## config.mk

```make
export PLATFORM = sky130hd
export DESIGN_NAME = ovs_serial_rx
export DESIGN_NICKNAME = d
export VERILOG_FILES = /design/src/rtl/ovs_rx_pkg.sv /design/src/rtl/rx_in_sync.sv /design/src/rtl/rx_bit_engine.sv /design/src/rtl/rx_hold_buf.sv /design/src/rtl/ovs_serial_rx.sv
export SDC_FILE = /design/constraint.sdc
export NUM_CORES = 1
export LEC_CHECK = 0
export BUFFER_PORTS_ARGS = -buffer_cell sky130_fd_sc_hd__buf_2
export CAP_MARGIN = 20
export CORE_ASPECT_RATIO = 0.6
export CORE_MARGIN = 5
export CORE_UTILIZATION = 45
export DETAILED_ROUTE_END_ITERATION = 8
export PLACE_DENSITY_LB_ADDON = 0.25
export SETUP_SLACK_MARGIN = 0.5
export SYNTH_ARGS = -nofsm -noshare
export SYNTH_HDL_FRONTEND = slang
export SYNTH_SLANG_ARGS = --single-unit
```

## constraint.sdc

```tcl
create_clock -name clk -period 3.05 [get_ports clk]
set_input_delay 0.305 -clock clk [delete_from_list [all_inputs] [get_ports clk]]
set_output_delay 0.305 -clock clk [all_outputs]
set_load 0.03 [all_outputs]
```

## src/rtl/ovs_rx_pkg.sv

```systemverilog
package ovs_rx_pkg;

    typedef enum logic [2:0] {
        ST_IDLE,
        ST_START,
        ST_DATA,
        ST_PAR,
        ST_STOP
    } rx_state_e;

    typedef struct packed {
        logic [8:0] data;
        logic       frame_err;
        logic       par_err;
    } rx_char_t;

    // character length from the size code; unused codes fall back to 8
    function automatic logic [3:0] data_len(input logic [2:0] code);
        case (code)
            3'd0:    return 4'd5;
            3'd1:    return 4'd6;
            3'd2:    return 4'd7;
            3'd4:    return 4'd9;
            default: return 4'd8;
        endcase
    endfunction

    // expected parity bit; unreceived bits are zero so a full xor works
    function automatic logic par_expect(input logic [8:0] d, input logic odd);
        return (^d) ^ odd;
    endfunction

    // most significant received bit of a right-aligned character
    function automatic logic top_bit(input logic [8:0] d, input logic [3:0] len);
        return |(d & (9'd1 << (len - 4'd1)));
    endfunction

endpackage

```

## src/rtl/rx_in_sync.sv

```systemverilog
module rx_in_sync #(
    parameter int STAGES = 2
) (
    input  logic clk,
    input  logic rst,
    input  logic d,
    output logic q
);
    logic [STAGES-1:0] chain;

    generate
        if (STAGES == 1) begin : g_one
            always_ff @(posedge clk) begin
                if (rst) chain <= '1;
                else     chain <= d;
            end
        end else begin : g_many
            always_ff @(posedge clk) begin
                if (rst) chain <= '1;
                else     chain <= {chain[STAGES-2:0], d};
            end
        end
    endgenerate

    assign q = chain[STAGES-1];
endmodule

```

## src/rtl/rx_bit_engine.sv

```systemverilog
module rx_bit_engine
    import ovs_rx_pkg::*;
#(
    parameter int OSR = 16
) (
    input  logic       clk,
    input  logic       rst,
    input  logic       en,
    input  logic       tick,
    input  logic       rxd,
    input  logic [2:0] size_code,
    input  logic [1:0] par_mode,
    output logic       start_ok,
    output logic       done,
    output rx_char_t   char_out
);
    localparam int CW = (OSR > 2) ? $clog2(OSR) : 1;
    localparam logic [CW-1:0] LAST = CW'(OSR - 1);
    localparam logic [CW-1:0] MID  = CW'(OSR / 2 - 1);

    rx_state_e     st;
    logic [CW-1:0] cnt;
    logic [3:0]    idx;
    logic [8:0]    sr;
    logic          line_hi;
    logic          pe;
    logic [3:0]    len;
    logic          at_last;

    assign len     = data_len(size_code);
    assign at_last = (cnt == LAST);

    always_ff @(posedge clk) begin
        if (rst || !en) begin
            st       <= ST_IDLE;
            cnt      <= '0;
            idx      <= '0;
            sr       <= '0;
            line_hi  <= 1'b0;
            pe       <= 1'b0;
            start_ok <= 1'b0;
            done     <= 1'b0;
            char_out <= '0;
        end else begin
            start_ok <= 1'b0;
            done     <= 1'b0;
            if (tick) begin
                case (st)
                    ST_IDLE: begin
                        line_hi <= rxd;
                        if (line_hi && !rxd) begin
                            st  <= ST_START;
                            cnt <= '0;
                        end
                    end
                    ST_START: begin
                        if (cnt == MID) begin
                            cnt <= '0;
                            if (!rxd) begin
                                st       <= ST_DATA;
                                idx      <= '0;
                                sr       <= '0;
                                pe       <= 1'b0;
                                start_ok <= 1'b1;
                            end else begin
                                st      <= ST_IDLE;
                                line_hi <= 1'b1;
                            end
                        end else begin
                            cnt <= cnt + 1'b1;
                        end
                    end
                    ST_DATA: begin
                        if (at_last) begin
                            cnt <= '0;
                            sr  <= {rxd, sr[8:1]};
                            idx <= idx + 4'd1;
                            if (idx == len - 4'd1)
                                st <= par_mode[1] ? ST_PAR : ST_STOP;
                        end else begin
                            cnt <= cnt + 1'b1;
                        end
                    end
                    ST_PAR: begin
                        if (at_last) begin
                            cnt <= '0;
                            pe  <= rxd ^ par_expect(sr, par_mode[0]);
                            st  <= ST_STOP;
                        end else begin
                            cnt <= cnt + 1'b1;
                        end
                    end
                    ST_STOP: begin
                        if (at_last) begin
                            cnt                <= '0;
                            done               <= 1'b1;
                            char_out.data      <= sr >> (4'd9 - len);
                            char_out.frame_err <= !rxd;
                            char_out.par_err   <= pe;
                            line_hi            <= rxd;
                            st                 <= ST_IDLE;
                        end else begin
                            cnt <= cnt + 1'b1;
                        end
                    end
                    default: st <= ST_IDLE;
                endcase
            end
        end
    end

    // a completed character only ever follows a tick
    assert_done_on_tick_R11: assert property (@(posedge clk) disable iff (rst)
        done |-> $past(tick));

    // a start is only accepted while the line is still low
    assert_start_still_low_R6: assert property (@(posedge clk) disable iff (rst)
        start_ok |-> $past(!rxd));

    // switching off returns the engine to idle with no output
    assert_idle_when_off_R10: assert property (@(posedge clk) disable iff (rst)
        !en |=> (st == ST_IDLE && !done && !start_ok));
endmodule

```

## src/rtl/rx_hold_buf.sv

```systemverilog
module rx_hold_buf
    import ovs_rx_pkg::*;
(
    input  logic       clk,
    input  logic       rst,
    input  logic       en,
    input  logic       pop,
    input  logic       start_ok,
    input  logic       done,
    input  rx_char_t   char_in,
    input  logic       mpcm,
    input  logic [2:0] size_code,
    output logic       full,
    output rx_char_t   hold,
    output logic       ovr
);
    logic keep;
    logic store;

    assign keep  = !mpcm || top_bit(char_in.data, data_len(size_code));
    assign store = done && keep && (!full || pop);

    always_ff @(posedge clk) begin
        if (rst || !en) begin
            full <= 1'b0;
            hold <= '0;
            ovr  <= 1'b0;
        end else begin
            if (store) begin
                hold <= char_in;
                full <= 1'b1;
                ovr  <= 1'b0;
            end else if (pop) begin
                hold <= '0;
                full <= 1'b0;
                ovr  <= 1'b0;
            end
            if (start_ok && full && !pop)
                ovr <= 1'b1;
        end
    end

    // a pop with nothing arriving leaves the buffer empty
    assert_pop_empties_R7: assert property (@(posedge clk) disable iff (rst)
        (pop && full && !done) |=> !full);

    // a confirmed start against a full buffer raises overrun
    assert_overrun_set_R8: assert property (@(posedge clk) disable iff (rst)
        (en && start_ok && full && !pop) |=> ovr);

    // filtered characters never fill an empty buffer
    assert_mp_drop_R9: assert property (@(posedge clk) disable iff (rst)
        (en && done && mpcm && !top_bit(char_in.data, data_len(size_code)) && !full) |=> !full);

    // disabling empties the buffer
    assert_off_empties_R10: assert property (@(posedge clk) disable iff (rst)
        !en |=> !full);

    // no flag is visible without a character
    assert_flags_need_char_R10: assert property (@(posedge clk) disable iff (rst)
        !full |-> !(ovr || hold.frame_err || hold.par_err));
endmodule

```

## src/rtl/ovs_serial_rx.sv

```systemverilog
module ovs_serial_rx
    import ovs_rx_pkg::*;
#(
    parameter int OSR       = 16,
    parameter int SYNC_DEPTH = 2
) (
    input  logic       clk,
    input  logic       rst,
    input  logic       rx_en,
    input  logic       os_tick,
    input  logic       rxd_in,
    input  logic [2:0] cfg_size,
    input  logic [1:0] cfg_parity,
    input  logic       cfg_mpcm,
    input  logic       rd_pop,
    output logic [7:0] rx_data,
    output logic       rx_bit9,
    output logic       rx_full,
    output logic       err_frame,
    output logic       err_overrun,
    output logic       err_parity
);
    logic     rxd_s;
    logic     start_ok;
    logic     done;
    rx_char_t fresh;
    rx_char_t held;

    rx_in_sync #(.STAGES(SYNC_DEPTH)) u_sync (
        .clk (clk),
        .rst (rst),
        .d   (rxd_in),
        .q   (rxd_s)
    );

    rx_bit_engine #(.OSR(OSR)) u_engine (
        .clk       (clk),
        .rst       (rst),
        .en        (rx_en),
        .tick      (os_tick),
        .rxd       (rxd_s),
        .size_code (cfg_size),
        .par_mode  (cfg_parity),
        .start_ok  (start_ok),
        .done      (done),
        .char_out  (fresh)
    );

    rx_hold_buf u_buf (
        .clk       (clk),
        .rst       (rst),
        .en        (rx_en),
        .pop       (rd_pop),
        .start_ok  (start_ok),
        .done      (done),
        .char_in   (fresh),
        .mpcm      (cfg_mpcm),
        .size_code (cfg_size),
        .full      (rx_full),
        .hold      (held),
        .ovr       (err_overrun)
    );

    assign rx_data    = held.data[7:0];
    assign rx_bit9    = held.data[8];
    assign err_frame  = held.frame_err;
    assign err_parity = held.par_err;

    // the cycle after reset shows an empty buffer
    assert_reset_empty_R1: assert property (@(posedge clk)
        $past(rst) |-> (!rx_full && !err_frame && !err_overrun && !err_parity));
endmodule

```

==> results of run 1 <==
[synth_stat cells, drive strengths merged (2+ instances only)]
master	instances	area (um^2)
ha	6	75.1
a22oi	5	37.5
a21oi	24	131
or4	2	15.0
o21ai	18	90.1
and2	2	12.5
maj3	2	20.0
inv	9	33.8
a31oi	6	37.5
o21a	3	22.5
o311ai	3	26.3
buf	15	108
a211oi	2	20.0
or2	3	18.8
nand2	19	71.3
dfxtp	50	1000
nand4	3	18.8
xor2	2	17.5
a21o	3	23.8
nand2b	7	58.8
nor3	5	35.0
xnor2	14	123
a41o	2	20.0
nor2	23	93.8
and3	4	31.3
a22o	13	114
nand3	14	70.1
nor3b	5	57.6
mux4	4	90.1
nor2b	4	27.5
o22ai	2	12.5
clkbuf	8	30.0
mux2i	2	20.0
[cell usage in the layout, fill, tap and decap left out, types with 3 or more instances in the layout]
cell type	synthesis	routed
a21oi_1	23	23
buf_2	5	24
a31oi_1	6	6
clkbuf_8	0	5
ha_1	6	6
nor3b_2	4	4
nand2b_1	5	5
a22o_1	13	13
xnor2_1	14	14
nor2b_1	3	3
o21a_1	3	3
nand4_1	3	3
nand2_1	19	19
buf_4	8	5
nor3_1	3	3
mux4_2	4	4
a22oi_1	5	5
nand3_1	14	14
dfxtp_1	50	50
o311ai_0	3	3
inv_1	9	9
nor2_1	22	21
o21ai_0	16	16
[layout make-up]
class	instances	area share, %
multi-input cells	218	52.7
flip-flops and latches	50	34.1
repair buffers	29	5.36
well taps	80	3.41
clock buffers	5	2.34
inverters	9	1.15
clock inverters	3	0.979
[timing repair]
item,4_1_cts,5_1_grt
resized for setup,0,1
hold buffers,0,0
endpoints found under the setup margin,0,6
[final timing paths]
path | start | slack, ns | to | cells past startpoint
min | rxd_in | 0.18 | u_sync.chain[0] | 2
max | u_engine.st[2] | 0.89 | u_engine.char_out[5] | 5
min reg2reg | u_sync.chain[0] | 0.42 | u_sync.chain[1] | 1
max reg2reg | u_engine.st[2] | 0.89 | u_engine.char_out[5] | 5
[critical path: stages (launching register included)]
cell and delay, ns:
dfxtp_1 0.71, nor3b_2 0.34, nand2_1 0.29, nor3_2 0.46
nand2_1 0.11, a31oi_1 0.17
[metal layers]
layer	routed length, um	global-route usage [%]	vias to the layer above	share of wire (%)
li1	-	-	1117	-
met1	3350	27.7	1045	55
met2	2250	20.2	59	37
met3	411	4.14	4	6.8
met4	34	3.01	0	0.56
met5	0	0	-	0
[metrics by stage]
| step | setup slack [ns] | utilization [%] | hold WS (ns) |
|---|---|---|---|
| floorplan | 0.976 | - | 0.389 |
| global placement | 0.744 | 49.6 | 0.395 |
| detailed placement | 0.673 | 49.6 | 0.396 |
| CTS | 0.735 | 51.3 | 0.174 |
| global route | 0.671 | 51.3 | 0.177 |
| finish | 0.894 | 51.3 | 0.179 |
[logic make-up after synthesis]
group	after synthesis	share of synthesized area [%]
adders and majority gates	8	3.50
DFF	50	36.8
and+or+nand+nor	99	21.5
muxes	6	4.05
buffers and inverters	32	6.30
AOI/OAI and AO/OA	89	22.6
xor gates and xnor gates	16	5.15
[flip-flops by register name (all words and copies together), names as in the netlist]
signal	cells
u_sync.chain	2
u_engine.st	3
u_engine.done	1
u_engine.line_hi	1
u_buf.hold	11
u_engine.pe	1
u_engine.char_out	11
u_engine.cnt	4
u_buf.full	1
u_engine.idx	4
u_engine.start_ok	1
u_engine.sr	9
u_buf.ovr	1
[power by group]
part | internal [mW] | switching (mW) | total [mW] | leakage, nW
combinational | 0.0346 | 0.0558 | 0.0904 | 0.585
clock | 0.172 | 0.245 | 0.417 | 0.0506
sequential | 0.654 | 0.00227 | 0.657 | 0.403
total | 0.861 | 0.303 | 1.16 | 1.04
==> flow_metrics.py, run 1 <==
metrics = {
    "sta": {
        "clock.fmax_ghz": 0.464,
        "setup_tns_ns": 0,
        "hold_viol": 0,
        "maxSlewHeadroom_pct": 55.0,
        "grt_setup_unrepaired": "false",
        "period_share_pct": 70.7,
        "setup_viol_count_final": 0,
        "worst-slew-pin-transition_ns": 0.666,
        "final.setup_skew_ns": 0.00840,
        "layout_min_cycle_time_ns": 2.16,
        "drv_slew": 0,
    },
    "finish": {
        "n_antenna_cell": 0,
        "layout-area-overhead-vs-synth_pct": 8.10,
        "fillers": 574,
        "drive_gt1_share_pct": 20.1,
        "register_area_um2": 1000,
        "multi_input_comb_area_um2": 1550,
        "instances_no_fill": 394,
        "fin_area_um2": 2940,
        "finish.net_count": 331,
    },
    "logic_synthesis": {
        "synth_ff_type": "dfxtp_1",
        "synth_seq_area_share_pct": 36.8,
        "ys_warn_count": 0,
        "synth_area_um2": 2720,
        "mappedNetlistNets": 318,
        "synth_seq_cells": 50,
        "synth_cell_type_count": 63,
        "synthArstFlopShare_pct": 0,
        "gate_count_of_the_mapped_netlist": 300,
        "number_of_flops_mapped_to_enable_cells_by_yosys": 0,
        "syn_area_per_cell_um2": 9.06,
    },
    "drt": {
        "drt-pass1-iter-count": 4,
        "routed_wire_length_per_instance_um": 15.3,
        "vias": 2225,
        "detail_route.drc_violations": 0,
        "final_antenna_net_count": 0,
        "initialDrtViolationCount": 192,
        "routed_via_density": 5.65,
        "post_detailed_routing_wire_length_um": 6050,
    },
    "floorplan": {
        "boundaryPins": 25,
        "die_y_um": 70.2,
        "initial_utilization_pct": 47.5,
        "floorplan.core_area_um2": 5730,
        "placementRows": 21,
        "width_of_the_die_um": 110,
        "die_outline_area_um2": 7750,
    },
    "placement": {
        "gp_congestion": 0.857,
        "place_inst": 386,
        "post_dp_cell_area_um2": 2840,
        "place.port_buffers": 24,
        "place.detailed.hpwl_um": 4600,
    },
    "clock_network": {
        "cts_inserted_buffers": 5,
        "clkSinkCount": 50,
        "cts_setup_buffers": 0,
        "cts_tree": "built",
        "root_buffer": "clkbuf_8",
        "ctsLongestPathBuffers": 2,
        "worst_skew_pair.late_latency_ns": 0.31,
        "cts_max_level": 2,
        "cts.clk_slew.worst_paths_ns": 0.11,
    },
    "global_routing": {
        "grt.overflow.total": 0,
        "grt_start_max_net_pins": 19,
        "total_global_routing_track_utilization_pct": 16.4,
        "grt_pass1_vias": 1939,
        "grt_antenna_before_repair": 0,
        "wire_length_of_the_first_global_routing_pass_um": 10100,
    },
    "power_and_ir_drop": {
        "ir_drop_worst_vdd_mv": 0.263,
        "powerDensity_nw_per_um2": 396,
        "fin_total_pwr_mw": 1.16,
        "total_leakage_power_nw": 1.04,
    },
    "worst_hold_path": {
        "timing.hold.worst.class": "input pin to register",
    },
    "critical_path": {
        "worst_setup_path_start_kind": "register",
        "path_class": "register to register",
        "cp.arrival_ns": 2.39,
        "cp.required_ns": 3.29,
        "critical_path.max_fanout": 17,
        "crit_path_end_kind": "register",
    },
    "run": {
        "max_cap_violations": 0,
    },
    "status": {
        "run_status": "finished, final reports clean",
    },
}
Note: power is estimated with default switching activity, not from simulation.
==> run 2, diff against run 1 <==
--- a/config.mk
+++ b/config.mk
@@ -5,6 +5,7 @@
 export SDC_FILE = /design/constraint.sdc
 export NUM_CORES = 1
 export LEC_CHECK = 0
+export ABC_AREA = 1
 export BUFFER_PORTS_ARGS = -buffer_cell sky130_fd_sc_hd__buf_2
 export CAP_MARGIN = 20
 export CORE_ASPECT_RATIO = 0.6
==> constraint.sdc (replaced) <==
create_clock -name clk -period 2 [get_ports clk]
set_input_delay 0.2 -clock clk [delete_from_list [all_inputs] [get_ports clk]]
set_output_delay 0.2 -clock clk [all_outputs]
set_load 0.03 [all_outputs]
==> flow_metrics.py, run 2 <==
metrics = {
    "logic_synthesis": {
        "synthArstFlopShare_pct": 0,
        "mappedNetlistNets": 444,
        "ys_warn_count": 0,
        "synth_seq_area_share_pct": 35.5,
        "number_of_flops_mapped_to_enable_cells_by_yosys": 0,
        "synth_largest_type_area_fraction_pct": 35.5,
        "syn_area_per_cell_um2": 6.62,
        "gate_count_of_the_mapped_netlist": 426,
        "synth_ff_type": "dfxtp_1",
        "synth_area_um2": 2820,
        "yosys-top-cells-area": "dfxtp_1, nand2_1, a21oi_1, nand3_1, nor2_1",
        "netlist_top_cells_count": "nand2_1, dfxtp_1, nor2_1",
        "synth_seq_cells": 50,
        "synth_cell_type_count": 33,
        "yosys.cell_count.top_type": "nand2_1",
        "synthDominantAreaCellType": "dfxtp_1",
    },
    "sta": {
        "grt_setup_unrepaired": "true",
        "setup_viol_count_final": 0,
        "worst-slew-pin-transition_ns": 0.570,
        "whs_ns": 0.0746,
        "final.setup_skew_ns": 0.0103,
        "period_share_pct": 80.2,
        "clock.fmax_ghz": 0.624,
        "post-route-worst-setup-slack_ns": 0.396,
        "drv_slew": 0,
        "maxSlewHeadroom_pct": 62.0,
        "layout_min_cycle_time_ns": 1.60,
        "hold_viol": 0,
        "setup_tns_ns": 0,
    },
    "global_routing": {
        "grt_pass1_vias": 2467,
        "total_global_routing_track_utilization_pct": 17.1,
        "grt.overflow.total": 0,
        "grt_start_max_net_pins": 24,
        "grt_antenna_before_repair": 0,
        "wire_length_of_the_first_global_routing_pass_um": 11400,
    },
    "finish": {
        "instances_no_fill": 555,
        "n_antenna_cell": 0,
        "mostFrequentLayoutCells": "nand2_1, dfxtp_1, nor2_1",
        "mostFrequentLayoutCell": "nand2_1",
        "register_area_um2": 1010,
        "fillers": 586,
        "drive_gt1_share_pct": 29.5,
        "layout-area-overhead-vs-synth_pct": 27.9,
        "largest_registers": "u_buf.hold x11, u_engine.char_out x11, u_engine.sr x9",
        "multi_input_comb_area_um2": 1780,
        "finish.net_count": 488,
    },
    "drt": {
        "routed_wire_length_per_instance_um": 13.1,
        "drt-pass1-iter-count": 4,
        "initialDrtViolationCount": 243,
        "detailroute.wirelength.met2_um": 3080,
        "highest-signal-layer": "met4",
        "final_antenna_net_count": 0,
        "detail_route.drc_violations": 0,
        "post_detailed_routing_wire_length_um": 7290,
        "detail_route.wirelength.met1_um": 3720,
        "routed_via_density": 5.26,
        "vias": 2920,
        "route.met3.wl_um": 404,
    },
    "floorplan": {
        "die_y_um": 71.3,
        "initial_utilization_pct": 46.2,
        "width_of_the_die_um": 112,
        "floorplan.core_area_um2": 6110,
        "die_outline_area_um2": 8010,
        "placementRows": 22,
        "boundaryPins": 25,
    },
    "power_and_ir_drop": {
        "share_seq_of_total_power_pct": 55.7,
        "fraction_of_power_spent_switching_nets_pct": 27.2,
        "powerDensity_nw_per_um2": 497,
        "ir_drop_worst_vdd_mv": 0.256,
        "net_switching_power_mw": 0.488,
        "total_leakage_power_nw": 1.54,
        "fin_total_pwr_mw": 1.79,
        "power.share.combinational_pct": 10.1,
        "share_clk_of_total_power_pct": 34.2,
        "cell_internal_pwr_mw": 1.31,
    },
    "critical_path": {
        "worst_setup_path_start_kind": "register",
        "critical_path.max_fanout": 7,
        "cp.arrival_ns": 1.81,
        "crit_path_end_kind": "register",
        "cp.required_ns": 2.20,
        "reg2reg_setup_slack_ns": 0.40,
        "path_class": "register to register",
    },
    "clock_network": {
        "worst_skew_pair.late_latency_ns": 0.31,
        "cts.clk_slew.worst_paths_ns": 0.10,
        "root_buffer": "clkbuf_8",
        "cts_max_level": 2,
        "clkSinkCount": 50,
        "cts_inserted_buffers": 5,
        "cts_tree": "built",
        "ctsLongestPathBuffers": 2,
    },
    "worst_hold_path": {
        "timing.hold.worst.class": "input pin to register",
    },
    "placement": {
        "place_inst": 525,
        "dp_slack_ns": 0.106,
        "gp_congestion": 0.918,
        "place.detailed.hpwl_um": 5010,
        "place.port_buffers": 24,
    },
    "status": {
        "run_status": "finished, final reports clean",
    },
    "run": {
        "max_cap_violations": 0,
    },
}
[run 2: changes by cell type in the layout (fill, tap and decap cells not counted), moves of 9 or more]
cell / before / now
nand2_4: 0 / 9
nand3_1: 14 / 31
nor2_1: 21 / 41
a22o_1: 13 / 0
buf_4: 5 / 22
nand2_1: 19 / 89
xnor2_1: 14 / 3
inv_1: 9 / 38
nand4_1: 3 / 15
a21oi_2: 0 / 15
[run 2: critical path: stages (launching register included)]
cell and delay, ns:
dfxtp_2 0.37, ha_4 0.15, nand2_4 0.06, nor2_4 0.11, inv_2 0.07, nor3_4 0.22
buf_6 0.17, clkinv_8 0.06, buf_8 0.14, nand2_1 0.08, a21oi_2 0.05
[run 2: path summary, 6_finish.rpt]
kind | start | end | cells after the start
min reg2reg | u_sync.chain[0] | u_sync.chain[1] | 1
max reg2reg | u_engine.cnt[1] | u_engine.char_out[9] | 10
min | rxd_in | u_sync.chain[0] | 2
max | u_engine.cnt[1] | u_engine.char_out[9] | 10
[run 2: final cells by class]
type                       instances  area share (%)
tap                               84            2.91
sequential                        50            28.0
multi-input combinational        309            49.4
clock inverter                     3           0.589
inverter                          48            5.62
timing repair buffer              56            11.6
clock buffer                       5            1.91
[run 2: routing by layer]
layer	up-vias	global-route usage (%)
li1	1485	-
met1	1348	26.0
met2	75	24.3
met3	12	3.97
met4	0	4.13
met5	-	0
[run 2: cells by family after synthesis]
group / after synthesis / synth area share [%]
simple gates: 216 / 34.5
compound gates: 81 / 15.5
buf+inv: 68 / 10.3
flops: 50 / 35.5
fa+ha+maj: 6 / 2.66
xor+xnor: 5 / 1.55
[run 2: metrics by stage]
step | util, % | cell area, um^2
6_report | 59.1 | 3610
5_1_grt | 59.1 | 3610
4_1_cts | 53.7 | 3280
3_5_place_dp | 50.3 | 3080
3_3_place_gp | 50.3 | 3080
2_1_floorplan | - | 2890
[run 2: what timing repair did]
action | in CTS | in global routing
gates resized for setup | 9 | 61
hold buffers | 0 | 0
setup endpoints to repair | 26 | 44
cloned | 0 | 1
pin swaps | 6 | 22
buffers inserted | 9 | 12
[run 2: power by group through the flow]
stage               Combinational (mW)  Clock [mW]  Sequential [mW]
finish                           0.181       0.614             1.00
detailed placement               0.163           0             1.02
global placement                 0.163           0             1.02
floorplan                        0.117           0             1.02
CTS                              0.169       0.617             1.00
global route                     0.201       0.665             1.00
